File: src/rtl/pwm_pkg.sv
package pwm_pkg;
  typedef struct packed {
    logic start;  // first commit from the stopped state
    logic swap;   // commit shadow values at an overflow
  } pwmStrobe_t;
endpackage

File: src/rtl/pwm_ctrl.sv
module pwm_ctrl
  import pwm_pkg::*;
#(
  parameter int CNT_W = 32
) (
  input  logic             clk,
  input  logic             rstN,
  input  logic [CNT_W-1:0] cfgPeriod,
  input  logic [CNT_W-1:0] cfgDuty,
  input  logic             cfgApply,
  input  logic             running,
  input  logic             atMax,
  output pwmStrobe_t       strobe,
  output logic [CNT_W-1:0] shadowLoad,
  output logic [CNT_W-1:0] shadowMatch,
  output logic             cfgError
);
  localparam logic [CNT_W-1:0] MAXV = {CNT_W{1'b1}};
  localparam logic [CNT_W-1:0] ONE  = {{(CNT_W-1){1'b0}}, 1'b1};
  localparam logic [CNT_W-1:0] TWO  = {{(CNT_W-2){1'b0}}, 2'b10};

  logic             periodOk;
  logic [CNT_W-1:0] dutyEff;
  logic [CNT_W-1:0] loadCalc;
  logic [CNT_W-1:0] matchCalc;
  logic             pending;

  always_comb begin
    periodOk = (cfgPeriod >= TWO);
    if (cfgDuty == '0)
      dutyEff = ONE;
    else if (cfgDuty >= cfgPeriod)
      dutyEff = cfgPeriod - ONE;
    else
      dutyEff = cfgDuty;
    loadCalc  = (MAXV - cfgPeriod) + ONE;
    matchCalc = loadCalc + dutyEff - ONE;
  end

  always_comb begin
    strobe.start = pending && !running;
    strobe.swap  = pending && running && atMax;
  end

  always_ff @(posedge clk) begin
    if (!rstN) begin
      pending     <= 1'b0;
      shadowLoad  <= '0;
      shadowMatch <= '0;
      cfgError    <= 1'b0;
    end else begin
      if (cfgApply) begin
        cfgError <= !periodOk;
        if (periodOk) begin
          shadowLoad  <= loadCalc;
          shadowMatch <= matchCalc;
          pending     <= 1'b1;
        end else if (strobe.start || strobe.swap) begin
          pending <= 1'b0;
        end
      end else if (strobe.start || strobe.swap) begin
        pending <= 1'b0;
      end
    end
  end
endmodule

File: src/rtl/pwm_datapath.sv
module pwm_datapath
  import pwm_pkg::*;
#(
  parameter int CNT_W = 32
) (
  input  logic             clk,
  input  logic             rstN,
  input  pwmStrobe_t       strobe,
  input  logic [CNT_W-1:0] shadowLoad,
  input  logic [CNT_W-1:0] shadowMatch,
  output logic             running,
  output logic             atMax,
  output logic [CNT_W-1:0] count,
  output logic [CNT_W-1:0] activeLoad,
  output logic [CNT_W-1:0] activeMatch,
  output logic             pwmOut
);
  localparam logic [CNT_W-1:0] MAXV = {CNT_W{1'b1}};
  localparam logic [CNT_W-1:0] ONE  = {{(CNT_W-1){1'b0}}, 1'b1};

  assign atMax = (count == MAXV);

  always_ff @(posedge clk) begin
    if (!rstN) begin
      count       <= '0;
      activeLoad  <= '0;
      activeMatch <= '0;
      running     <= 1'b0;
      pwmOut      <= 1'b0;
    end else if (strobe.start) begin
      count       <= shadowLoad;
      activeLoad  <= shadowLoad;
      activeMatch <= shadowMatch;
      running     <= 1'b1;
      pwmOut      <= 1'b1;
    end else if (running) begin
      if (atMax) begin
        pwmOut <= 1'b1;
        if (strobe.swap) begin
          count       <= shadowLoad;
          activeLoad  <= shadowLoad;
          activeMatch <= shadowMatch;
        end else begin
          count <= activeLoad;
        end
      end else begin
        count <= count + ONE;
        if (count == activeMatch) pwmOut <= 1'b0;
      end
    end
  end
endmodule

File: src/rtl/pwm_reload_gen.sv
module pwm_reload_gen
  import pwm_pkg::*;
#(
  parameter int CNT_W = 32
) (
  input  logic             clk,
  input  logic             rstN,
  input  logic [CNT_W-1:0] cfgPeriod,
  input  logic [CNT_W-1:0] cfgDuty,
  input  logic             cfgApply,
  output logic             cfgError,
  output logic             pwmOut
);
  pwmStrobe_t       strobe;
  logic [CNT_W-1:0] shadowLoad, shadowMatch;
  logic [CNT_W-1:0] count, activeLoad, activeMatch;
  logic             running, atMax;

  pwm_ctrl #(.CNT_W(CNT_W)) uCtrl (
    .clk(clk), .rstN(rstN), .cfgPeriod(cfgPeriod), .cfgDuty(cfgDuty),
    .cfgApply(cfgApply), .running(running), .atMax(atMax), .strobe(strobe),
    .shadowLoad(shadowLoad), .shadowMatch(shadowMatch), .cfgError(cfgError)
  );

  pwm_datapath #(.CNT_W(CNT_W)) uData (
    .clk(clk), .rstN(rstN), .strobe(strobe), .shadowLoad(shadowLoad),
    .shadowMatch(shadowMatch), .running(running), .atMax(atMax), .count(count),
    .activeLoad(activeLoad), .activeMatch(activeMatch), .pwmOut(pwmOut)
  );
endmodule

File: config.mk
export PLATFORM = sky130hd
export DESIGN_NAME = pwm_reload_gen
export DESIGN_NICKNAME = d
export VERILOG_FILES = /design/src/rtl/pwm_pkg.sv /design/src/rtl/pwm_ctrl.sv /design/src/rtl/pwm_datapath.sv /design/src/rtl/pwm_reload_gen.sv
export SDC_FILE = /design/constraint.sdc
export NUM_CORES = 1
export LEC_CHECK = 0
export BUFFER_PORTS_ARGS = -buffer_cell sky130_fd_sc_hd__buf_2
export CAP_MARGIN = 10
export CORE_MARGIN = 2
export CORE_UTILIZATION = 67
export CTS_CLUSTER_DIAMETER = 30
export DETAILED_ROUTE_END_ITERATION = 8
export PLACE_DENSITY = 0.92
export SYNTH_ARGS = -nofsm -noshare
export SYNTH_HDL_FRONTEND = slang
export SYNTH_HIERARCHICAL = 1
export SYNTH_SLANG_ARGS = --single-unit
File: constraint.sdc
create_clock -name clk -period 12.9 [get_ports clk]
set_clock_uncertainty 0.1 [all_clocks]
set_input_delay 0.645 -clock clk [delete_from_list [all_inputs] [get_ports clk]]
set_output_delay 0.645 -clock clk [all_outputs]
set_load 0.05 [all_outputs]
==> flow_metrics.env, run 1 <==
export IMPL_cap_violations=0
export IMPL_ys_seq_elements=164
export IMPL_powerDensity_nw_per_um2=121.4
export IMPL_grtUsageTotal_pct=36.14
export IMPL_overflow=0
export IMPL_cts_htree_levels=4
export IMPL_die_w_um=136.3
export IMPL_areaGrowthSynthToFinish_pct=7.938
export IMPL_dp_hpwl_mm=23.85
export IMPL_clkLatencyLatePin_ns=0.44
export IMPL_slew_headroom_pct=12.01
export IMPL_io_pins=69
export IMPL_wire_per_inst_um=18.68
export IMPL_num_rows=48
export IMPL_holdPathEnd="uData/activeLoad[24]"
export IMPL_cts_tree="done"
export IMPL_drtIter0Drc=1432
export IMPL_drive_above_1_share_pct=10.57
export IMPL_hold_viol=0
export IMPL_highest_layer="met4"
export IMPL_worstHoldStart="uData/activeLoad[24]"
export IMPL_layout_commonest_cell="nand2_1"
export IMPL_path_clk_slew_ns=0.07
export IMPL_synth_largest_area_cell="dfxtp_1"
export IMPL_root_buffer="clkbuf_16"
export IMPL_fillCellCount=1338
export IMPL_cts_hold_buf=0
export IMPL_fp_dieH_um=136.3
export IMPL_firstDrtPassIters=7
export IMPL_p_leak_nw=5.134
export IMPL_cp_max_fo=32
export IMPL_core_um2=17180
export IMPL_synth_cells=1552
export IMPL_status="finished, final reports clean"
export IMPL_rrSetupSlack_ns=9.19
export IMPL_worstSetupPathType="in -> reg"
export IMPL_crit_path_start_kind="input pin"
export IMPL_synth_ff_type="dfxtp_1"
export IMPL_clock_sinks=164
export IMPL_antenna_found_initial=0
export IMPL_synth_avg_cell_area_um2=7.556
export IMPL_r2r_end="uData/count[20]"
export IMPL_cts_made_buffers=17
export IMPL_worstPathRequired_ns=13.12
export IMPL_synthesis_nets=1716
export IMPL_ys_types=77
export IMPL_grt_pass1_vias=10490
export IMPL_wl_met2_mm=14.76
export IMPL_setup_tns_ns=0
export IMPL_slew_viol_final=0
export IMPL_rsz0062_at_grt="false"
export IMPL_ant_nets=0
export IMPL_setup_slack_ns=6.586
export IMPL_synth_area_top_cells="dfxtp_1 28%, ha_1 10%, nand2_1 6.7%"
export IMPL_dp_slack_ns=6.339
export IMPL_final_nets=1721
export IMPL_cts_repair_resized=0
export IMPL_min_period_ns=6.314
export IMPL_min_period_over_period_pct=48.95
export IMPL_cts_max_path_buffers=2
export IMPL_remaining_drc_errors=0
export IMPL_diodes=0
export IMPL_initial_core_util_pct=68.28
export IMPL_wl_mm=33.53
export IMPL_synth_top_area_share_pct=28.00
export IMPL_layout_common_cells="208 x nand2_1, 164 x dfxtp_1, 116 x inv_1"
export IMPL_syn_cell_area_um2=11730
export IMPL_r2r_cells=12
export IMPL_totalPowerFinal_mw=1.537
export IMPL_grt_pass1_wl_mm=53.18
export IMPL_portBuffers=68
export IMPL_synth_edf_count=0
export IMPL_gp_congestion=0.9925
export IMPL_setup_viol=0
export IMPL_yosys_warnings=6
export IMPL_end_kind="flop"
export IMPL_met1Wirelength_mm=14.26
export IMPL_post_cts_buffers=0
export IMPL_holdPathStages=2
export IMPL_fp_dieArea_um2=18580
export IMPL_synthArstFlopShare_pct=0
export IMPL_met3WireLength_mm=2.596
export IMPL_hold_path_class="reg -> reg"
export IMPL_grt_max_degree=99
export IMPL_yosysSeqAreaShare_pct=28.00
export IMPL_num_vias=11580
export IMPL_tightest_slew_ns=1.287
export IMPL_fmax_mhz=158.4
export IMPL_r2r_start="uData/count[0]"
export IMPL_via_per_inst=6.452
export IMPL_ir_drop_mv=0.1023
export IMPL_arrival_ns=6.54
cells in the mapped netlist (13+ instances only):
library cell,n
nand3_1,114
nor2_1,99
and3_1,13
dfxtp_1,164
a21oi_1,103
nor3_1,22
xnor2_1,81
nor4_1,22
nand4_1,31
mux2i_1,18
ha_1,96
buf_1,13
a21o_1,16
nand2_1,208
buf_2,15
mux2_2,34
a211oi_1,14
a22oi_1,13
clkbuf_1,53
xor2_1,16
o21ai_0,110
inv_1,116
o22ai_1,14
o211ai_1,13
o21ai_1,22
state kept, by name, indices dropped and copies added, names as in the netlist:
signal	count
uCtrl/pending	1
uCtrl/shadowLoad	32
uData/pwmOut	1
uData/count	32
uCtrl/cfgError	1
uData/activeMatch	32
uData/activeLoad	32
uData/running	1
uCtrl/shadowMatch	32
cells by family (layout without fill, tap and decap cells):
group	Yosys count	count (layout)	synth area share (%)
buffers and inverters	209	227	7.212
AND/OR/NAND/NOR	562	562	23.13
XOR/XNOR	97	97	7.244
AO/OA/AOI/OAI	371	371	19.20
flip-flops	164	164	28.00
adder cells (fa/ha/maj)	97	97	10.41
multiplexers	52	52	4.801
area by class of cell:
type                            instances  area (um^2)  area share, %
Timing Repair Buffer                   79        425.4          3.361
Clock buffer                           17        425.4          3.361
Tap cell                              225        281.5          2.224
Sequential cell                       164         3283          25.94
Inverter                              116        435.4          3.440
Clock inverter                         15        188.9          1.493
Multi-Input combinational cell       1179         7619          60.19
through the flow:
step                util, %  cell area (um^2)  instances  hold slack [ns]
floorplan                 -             11730       1552           0.3286
global placement      70.12             12040       1763           0.3369
detailed placement    70.12             12040       1763           0.3414
CTS                   73.70             12660       1795           0.3567
global route          73.70             12660       1795           0.3687
finish                73.70             12660       1795           0.3551
report_power, final:
part | internal [mW] | switching (mW)
clock | 0.263 | 0.245
combinational | 0.180 | 0.269
sequential | 0.546 | 0.0351
worst max path at each step:
stage,slack (ns),to,cells after the start,start
after CTS,6.76,uCtrl/shadowMatch[30],22,cfgPeriod[18]
after global placement,6.49,uCtrl/shadowMatch[30],22,cfgPeriod[18]
after global routing,6.44,uCtrl/shadowMatch[30],21,cfgPeriod[15]
after floorplan,7.61,uCtrl/shadowMatch[30],22,cfgDuty[0]
final,6.59,uCtrl/shadowMatch[30],22,cfgPeriod[18]
after detailed placement,6.34,uCtrl/shadowMatch[30],22,cfgPeriod[18]
worst max-delay path, cell delays in order:
cell	delay (ns)
buf_2	0.14
inv_1	0.07
ha_1	0.30
nand4_1	0.13
nor2_1	0.11
and3b_1	0.17
o311ai_0	0.12
a31oi_1	0.58
nor2_2	0.04
buf_4	0.27
mux2_2	0.27
nand2_1	0.06
ha_1	0.35
inv_1	0.05
ha_1	0.36
nand4_1	0.16
nor4_1	0.44
o21ai_0	0.27
a2111oi_0	1.12
o311ai_0	0.37
mux2i_1	0.19
a311o_1	0.32
metal layers:
metal  up-vias  GRT usage, %
met5         -             0
met4         0         18.63
met3       140         5.518
met2       690         56.73
met1      5262         48.07
li1       5490             -
Power figures use the tool's default switching activity.
==> run 2: changes to the inputs <==
--- a/config.mk
+++ b/config.mk
@@ -8,10 +8,10 @@
 export BUFFER_PORTS_ARGS = -buffer_cell sky130_fd_sc_hd__buf_2
 export CAP_MARGIN = 10
 export CORE_MARGIN = 2
-export CORE_UTILIZATION = 67
+export CORE_UTILIZATION = 62
 export CTS_CLUSTER_DIAMETER = 30
 export DETAILED_ROUTE_END_ITERATION = 8
-export PLACE_DENSITY = 0.92
+export PLACE_DENSITY = 0.86
 export SYNTH_ARGS = -nofsm -noshare
 export SYNTH_HDL_FRONTEND = slang
 export SYNTH_HIERARCHICAL = 1
==> constraint.sdc (replaced) <==
create_clock -name clk -period 6.5 [get_ports clk]
set_clock_uncertainty 0.1 [all_clocks]
set_input_delay 0.325 -clock clk [delete_from_list [all_inputs] [get_ports clk]]
set_output_delay 0.325 -clock clk [all_outputs]
set_load 0.05 [all_outputs]
==> flow_metrics.env, run 2 (same netlist as run 1, synthesis figures left out) <==
export IMPL_arrival_ns=5.67
export IMPL_r2r_end="uData/activeMatch[8]"
export IMPL_diodes=0
export IMPL_num_vias=11500
export IMPL_dp_hpwl_mm=24.46
export IMPL_r2r_start="uData/count[0]"
export IMPL_wl_mm=33.46
export IMPL_cts_max_path_buffers=2
export IMPL_cts_tree="done"
export IMPL_path_cells="buf_2 > inv_1 > ha_1 > a21oi_1 > o21ai_0 > a221oi_1 > o21ai_1 > nor2_2 > buf_4 > mux2_2 > nand2_1 > ha_1 > inv_1 > ha_1 > a21oi_1 > o21ai_1 > a21o_1 > a221o_1 > or3_1 > o311ai_0 > mux2i_1 > a311o_1"
export IMPL_worstHoldStart="cfgApply"
export IMPL_tightest_slew_ns=1.159
export IMPL_setup_tns_ns=0
export IMPL_end_kind="flop"
export IMPL_crit_path_start_kind="input pin"
export IMPL_ir_drop_mv=0.1823
export IMPL_status="finished, final reports clean"
export IMPL_cts_hold_buf=0
export IMPL_fp_dieH_um=141.5
export IMPL_cts_made_buffers=17
export IMPL_die_w_um=141.5
export IMPL_cts_htree_levels=4
export IMPL_grt_pass1_vias=10770
export IMPL_fmax_mhz=183.6
export IMPL_root_buffer="clkbuf_16"
export IMPL_slew_viol_final=0
export IMPL_final_nets=1728
export IMPL_cpMaxStageDelayCell="nor2_2"
export IMPL_core_um2=18640
export IMPL_cp_max_fo=21
export IMPL_final_core_util_pct=68.21
export IMPL_holdPathEnd="uCtrl/cfgError"
export IMPL_worstPathRequired_ns=6.72
export IMPL_worstSetupPathType="in -> reg"
export IMPL_grt_pass1_wl_mm=53.89
export IMPL_clkLatencyLatePin_ns=0.43
export IMPL_firstDrtPassIters=6
export IMPL_holdPathStages=3
export IMPL_portBuffers=68
export IMPL_ant_nets=0
export IMPL_cts_repair_resized=0
export IMPL_grtUsageTotal_pct=33.28
export IMPL_min_period_over_period_pct=83.81
export IMPL_rrSetupSlack_ns=2.32
export IMPL_powerDensity_nw_per_um2=242.3
export IMPL_post_cts_buffers=0
export IMPL_layout_common_cells="208 x nand2_1, 164 x dfxtp_1, 116 x inv_1"
export IMPL_num_rows=50
export IMPL_via_per_inst=6.351
export IMPL_hold_path_class="in -> reg"
export IMPL_layout_commonest_cell="nand2_1"
export IMPL_min_period_ns=5.448
export IMPL_crit_path_frequent_cell="ha_1"
export IMPL_finalNonFillerCells=1811
export IMPL_grt_max_degree=99
export IMPL_fp_dieArea_um2=20030
export IMPL_drive_above_1_share_pct=10.91
export IMPL_path_buf_inv=4
export IMPL_path_delay_family="compound AO/OA/AOI/OAI gates"
export IMPL_io_pins=69
export IMPL_hold_viol=0
export IMPL_areaGrowthSynthToFinish_pct=8.428
export IMPL_cpPeakStageDelay_ns=0.54
export IMPL_rsz0062_at_grt="false"
export IMPL_antenna_found_initial=0
export IMPL_drtIter0Drc=1349
export IMPL_wire_per_inst_um=18.47
export IMPL_dp_cells=1779
export IMPL_slew_headroom_pct=22.77
export IMPL_path_clk_slew_ns=0.07
export IMPL_p_leak_nw=5.171
export IMPL_r2r_cells=12
export IMPL_cap_violations=0
export IMPL_overflow=0
export IMPL_gp_congestion=0.9660
export IMPL_initial_core_util_pct=62.91
export IMPL_clock_sinks=164
export IMPL_remaining_drc_errors=0
export IMPL_setup_viol=0
export IMPL_whs_ns=0.1505
## run 2: cell types whose count changed in the layout (fill, tap and decap cells not counted), moves of 2 or more
cell	previous run	this run
buf_4	12	19
clkinv_8	7	0
bufinv_16	0	2
inv_8	2	4
## run 2: layout make-up
type	count	area, um^2
Multi-Input combinational cell	1179	7619
Fill cell	1580	5927
Sequential cell	164	3283
Timing Repair Buffer	86	478.0
Clock buffer	19	442.9
Inverter	116	435.4
Tap cell	234	292.8
Clock inverter	13	165.2
## run 2: power by group
part           internal, mW  switching, mW  leakage (nW)
clock network         0.592          0.442         0.296
logic                 0.358          0.538          3.54
registers              1.08         0.0664          1.34
total                  2.03           1.05          5.17
## run 2: how the worst max path moves through the flow
stage	startpoint	endpoint	slack (ns)	depth (start not counted)
after CTS	cfgPeriod[23]	uCtrl/shadowMatch[30]	1.18	22
final	cfgPeriod[23]	uCtrl/shadowMatch[30]	1.05	22
after detailed placement	cfgPeriod[23]	uCtrl/shadowMatch[30]	0.74	22
after global routing	cfgPeriod[23]	uCtrl/shadowMatch[30]	0.85	22
after global placement	cfgPeriod[9]	uCtrl/shadowMatch[30]	0.98	24
after floorplan	cfgDuty[0]	uCtrl/shadowMatch[30]	1.53	22
## run 2: worst register-to-register path: stages (launching register included)
cell and delay (ns):
dfxtp_1 0.48, ha_1 0.26, nand3_2 0.16, nor4_1 0.33, buf_4 0.22, nand2_1 0.09, nor3_1 0.27, and3_1 0.20
buf_4 0.45, a31oi_4 0.57, buf_4 0.55, nand3_1 0.23, o21ai_0 0.11
## run 2: metrics by stage
| stage | setup slack (ns) | area [um^2] | total power, mW |
|---|---|---|---|
| 4_1_cts | 1.175 | 12720 | 3.061 |
| 3_5_place_dp | 0.7409 | 12110 | 2.035 |
| 3_3_place_gp | 0.9772 | 12110 | 2.009 |
| 5_1_grt | 0.8534 | 12720 | 3.235 |
| 6_report | 1.052 | 12720 | 3.081 |
| 2_1_floorplan | 1.526 | 11730 | 1.812 |
## run 2: layer usage
metal,global-route usage [%],share of wire (%),vias up
met4,15.16,4.6,0
met2,54.39,45,580
met5,0,0,-
met1,43.67,43,5298
met3,4.860,6.8,116
li1,-,-,5508
==> run 3: changes to the inputs <==
--- a/config.mk
+++ b/config.mk
@@ -5,13 +5,14 @@
 export SDC_FILE = /design/constraint.sdc
 export NUM_CORES = 1
 export LEC_CHECK = 0
+export ABC_AREA = 1
 export BUFFER_PORTS_ARGS = -buffer_cell sky130_fd_sc_hd__buf_2
 export CAP_MARGIN = 10
 export CORE_MARGIN = 2
-export CORE_UTILIZATION = 62
+export CORE_UTILIZATION = 57
 export CTS_CLUSTER_DIAMETER = 30
 export DETAILED_ROUTE_END_ITERATION = 8
-export PLACE_DENSITY = 0.86
+export PLACE_DENSITY = 0.83
 export SYNTH_ARGS = -nofsm -noshare
 export SYNTH_HDL_FRONTEND = slang
 export SYNTH_HIERARCHICAL = 1
==> constraint.sdc (replaced) <==
create_clock -name clk -period 4.9 [get_ports clk]
set_clock_uncertainty 0.1 [all_clocks]
set_input_delay 0.245 -clock clk [delete_from_list [all_inputs] [get_ports clk]]
set_output_delay 0.245 -clock clk [all_outputs]
set_load 0.05 [all_outputs]
==> flow_metrics.env, run 3 <==
export IMPL_ant_nets=0
export IMPL_cpMaxStageDelayCell="ha_1"
export IMPL_syn_cell_area_um2=12800
export IMPL_wl_mm=41.49
export IMPL_core_um2=21960
export IMPL_initial_core_util_pct=58.29
export IMPL_fp_dieH_um=153.9
export IMPL_dp_cells=2277
export IMPL_tightest_slew_ns=0.9504
export IMPL_wire_per_inst_um=17.97
export IMPL_layout_common_cells="423 x nand2_1, 255 x inv_1, 238 x nor2_1"
export IMPL_totalPowerFinal_mw=4.269
export IMPL_slew_headroom_pct=36.55
export IMPL_drive_above_1_share_pct=8.773
export IMPL_remaining_drc_errors=0
export IMPL_cts_htree_levels=4
export IMPL_portBuffers=68
export IMPL_clock_sinks=164
export IMPL_slew_viol_final=0
export IMPL_synth_avg_cell_area_um2=6.432
export IMPL_clkLatencyLatePin_ns=0.44
export IMPL_synth_area_top_cells="dfxtp_1 26%, nand2_1 12%, ha_1 9.4%"
export IMPL_powerDensity_nw_per_um2=308.8
export IMPL_hold_path_class="in -> reg"
export IMPL_synthArstFlopShare_pct=0
export IMPL_worstPathRequired_ns=5.15
export IMPL_antenna_found_initial=0
export IMPL_setup_viol=0
export IMPL_grt_max_degree=94
export IMPL_cpPeakStageDelay_ns=0.36
export IMPL_yosys_top_cells_count="423 x nand2_1, 255 x inv_1, 241 x nor2_1, 175 x a21oi_1, 168 x o21ai_0"
export IMPL_num_rows=54
export IMPL_grtUsageTotal_pct=35.32
export IMPL_crit_path_frequent_cell="nand2_1"
export IMPL_yosys_warnings=6
export IMPL_grt_pass1_wl_mm=66.06
export IMPL_gp_congestion=0.9947
export IMPL_min_period_ns=4.228
export IMPL_cts_repair_resized=0
export IMPL_status="finished, final reports clean"
export IMPL_num_vias=13330
export IMPL_yosysMostFrequentCell="nand2_1"
export IMPL_die_w_um=153.9
export IMPL_crit_path_start_kind="input pin"
export IMPL_finalNonFillerCells=2309
export IMPL_synth_cells=1990
export IMPL_cts_made_buffers=17
export IMPL_path_buf_inv=8
export IMPL_synthesis_nets=2154
export IMPL_cap_violations=0
export IMPL_yosysSeqAreaShare_pct=25.65
export IMPL_hold_viol=0
export IMPL_dp_hpwl_mm=31.89
export IMPL_cts_max_path_buffers=2
export IMPL_arrival_ns=4.47
export IMPL_root_buffer="clkbuf_16"
export IMPL_grt_pass1_vias=12540
export IMPL_ys_types=52
export IMPL_p_leak_nw=6.223
export IMPL_synth_ff_type="dfxtp_1"
export IMPL_synth_edf_count=0
export IMPL_setup_tns_ns=0
export IMPL_io_pins=69
export IMPL_final_nets=2180
export IMPL_diodes=0
export IMPL_post_cts_buffers=0
export IMPL_path_delay_family="simple AND/OR/NAND/NOR gates"
export IMPL_end_kind="flop"
export IMPL_path_clk_slew_ns=0.08
export IMPL_fmax_mhz=236.5
export IMPL_via_per_inst=5.771
export IMPL_areaGrowthSynthToFinish_pct=8.025
export IMPL_layout_commonest_cell="nand2_1"
export IMPL_drtIter0Drc=1224
export IMPL_min_period_over_period_pct=86.29
export IMPL_firstDrtPassIters=9
export IMPL_ys_seq_elements=164
export IMPL_overflow=0
export IMPL_rsz0062_at_grt="false"
export IMPL_fp_dieArea_um2=23670
export IMPL_cts_tree="done"
export IMPL_synth_largest_area_cell="dfxtp_1"
export IMPL_synth_top_area_share_pct=25.65
export IMPL_ir_drop_mv=0.2091
export IMPL_cts_hold_buf=0
export IMPL_worstSetupPathType="in -> reg"
export IMPL_cp_max_fo=43
run 3: cell types whose count changed after synthesis, moves of 21 or more:
| cell | before | now |
|---|---|---|
| a21oi_1 | 103 | 175 |
| a21boi_0 | 2 | 28 |
| nand2_1 | 208 | 423 |
| xor2_1 | 16 | 37 |
| inv_1 | 116 | 255 |
| o21ai_0 | 110 | 168 |
| nor2_1 | 99 | 241 |
| xnor2_1 | 81 | 20 |
| mux2_2 | 34 | 0 |
run 3: power breakdown:
part	leakage (nW)	internal (mW)	total [mW]	switching [mW]
logic	4.58	0.484	1.38	0.892
clock network	0.296	0.735	1.37	0.636
registers	1.34	1.43	1.52	0.0883
run 3: cell families (layout without fill, tap and decap cells):
kind of cell | after synthesis | after routing | share of synthesized area, %
muxes | 22 | 22 | 1.720
buffers and inverters | 339 | 378 | 10.82
and+or+nand+nor | 856 | 856 | 28.55
DFF | 164 | 164 | 25.65
xor gates and xnor gates | 59 | 59 | 4.203
AOI/OAI and AO/OA | 453 | 453 | 19.51
adders and majority gates | 97 | 97 | 9.541
run 3: final cells by class:
cell class	count	area, um^2
inverter	264	997.2
clock inverter	15	181.4
multi-input combinational	1487	8144
tap	280	350.3
fill	2080	8132
sequential	164	3283
clock buffer	17	425.4
timing repair buffer	82	445.4
run 3: worst register-to-register path, cell delays in order (launching register included):
cell	delay [ns]
dfxtp_1	0.45
ha_1	0.41
nand3_2	0.16
inv_2	0.12
nand3_2	0.16
nor2_4	0.18
nand4_1	0.14
inv_1	0.28
inv_1	0.12
nor2_2	0.15
inv_1	0.22
nand2_1	0.19
nand3_2	0.28
buf_4	0.37
o21ai_1	0.33
a21oi_1	0.08
run 3: metrics by stage:
stage / instance area (um^2) / hold WS [ns] / utilization (%) / worst slack, ns
6_report: 13830 / 0.07485 / 62.97 / 0.6720
5_1_grt: 13830 / 0.08673 / 62.97 / 0.3448
2_1_floorplan: 12800 / 0.2834 / - / 1.249
3_5_place_dp: 13220 / 0.3549 / 60.21 / 0.3751
3_3_place_gp: 13220 / 0.3505 / 60.21 / 0.3750
4_1_cts: 13830 / 0.05757 / 62.97 / 0.8169
run 3: routing by layer:
metal	up-vias	share of wire [%]	GRT usage, %
met2	567	47	60.64
met5	-	0	0
met4	0	4.4	15.80
met3	100	6.5	4.228
met1	6098	42	44.66
li1	6561	-	-
run 3: path summary, 6_finish.rpt:
kind | from | endpoint | slack (ns) | cells past startpoint
min | cfgPeriod[31] | uCtrl/shadowLoad[31] | 0.07 | 3
max | cfgPeriod[15] | uCtrl/shadowMatch[31] | 0.67 | 30
max reg2reg | uData/count[0] | uData/activeMatch[14] | 1.06 | 15
min reg2reg | uData/pwmOut | uData/pwmOut | 0.36 | 2
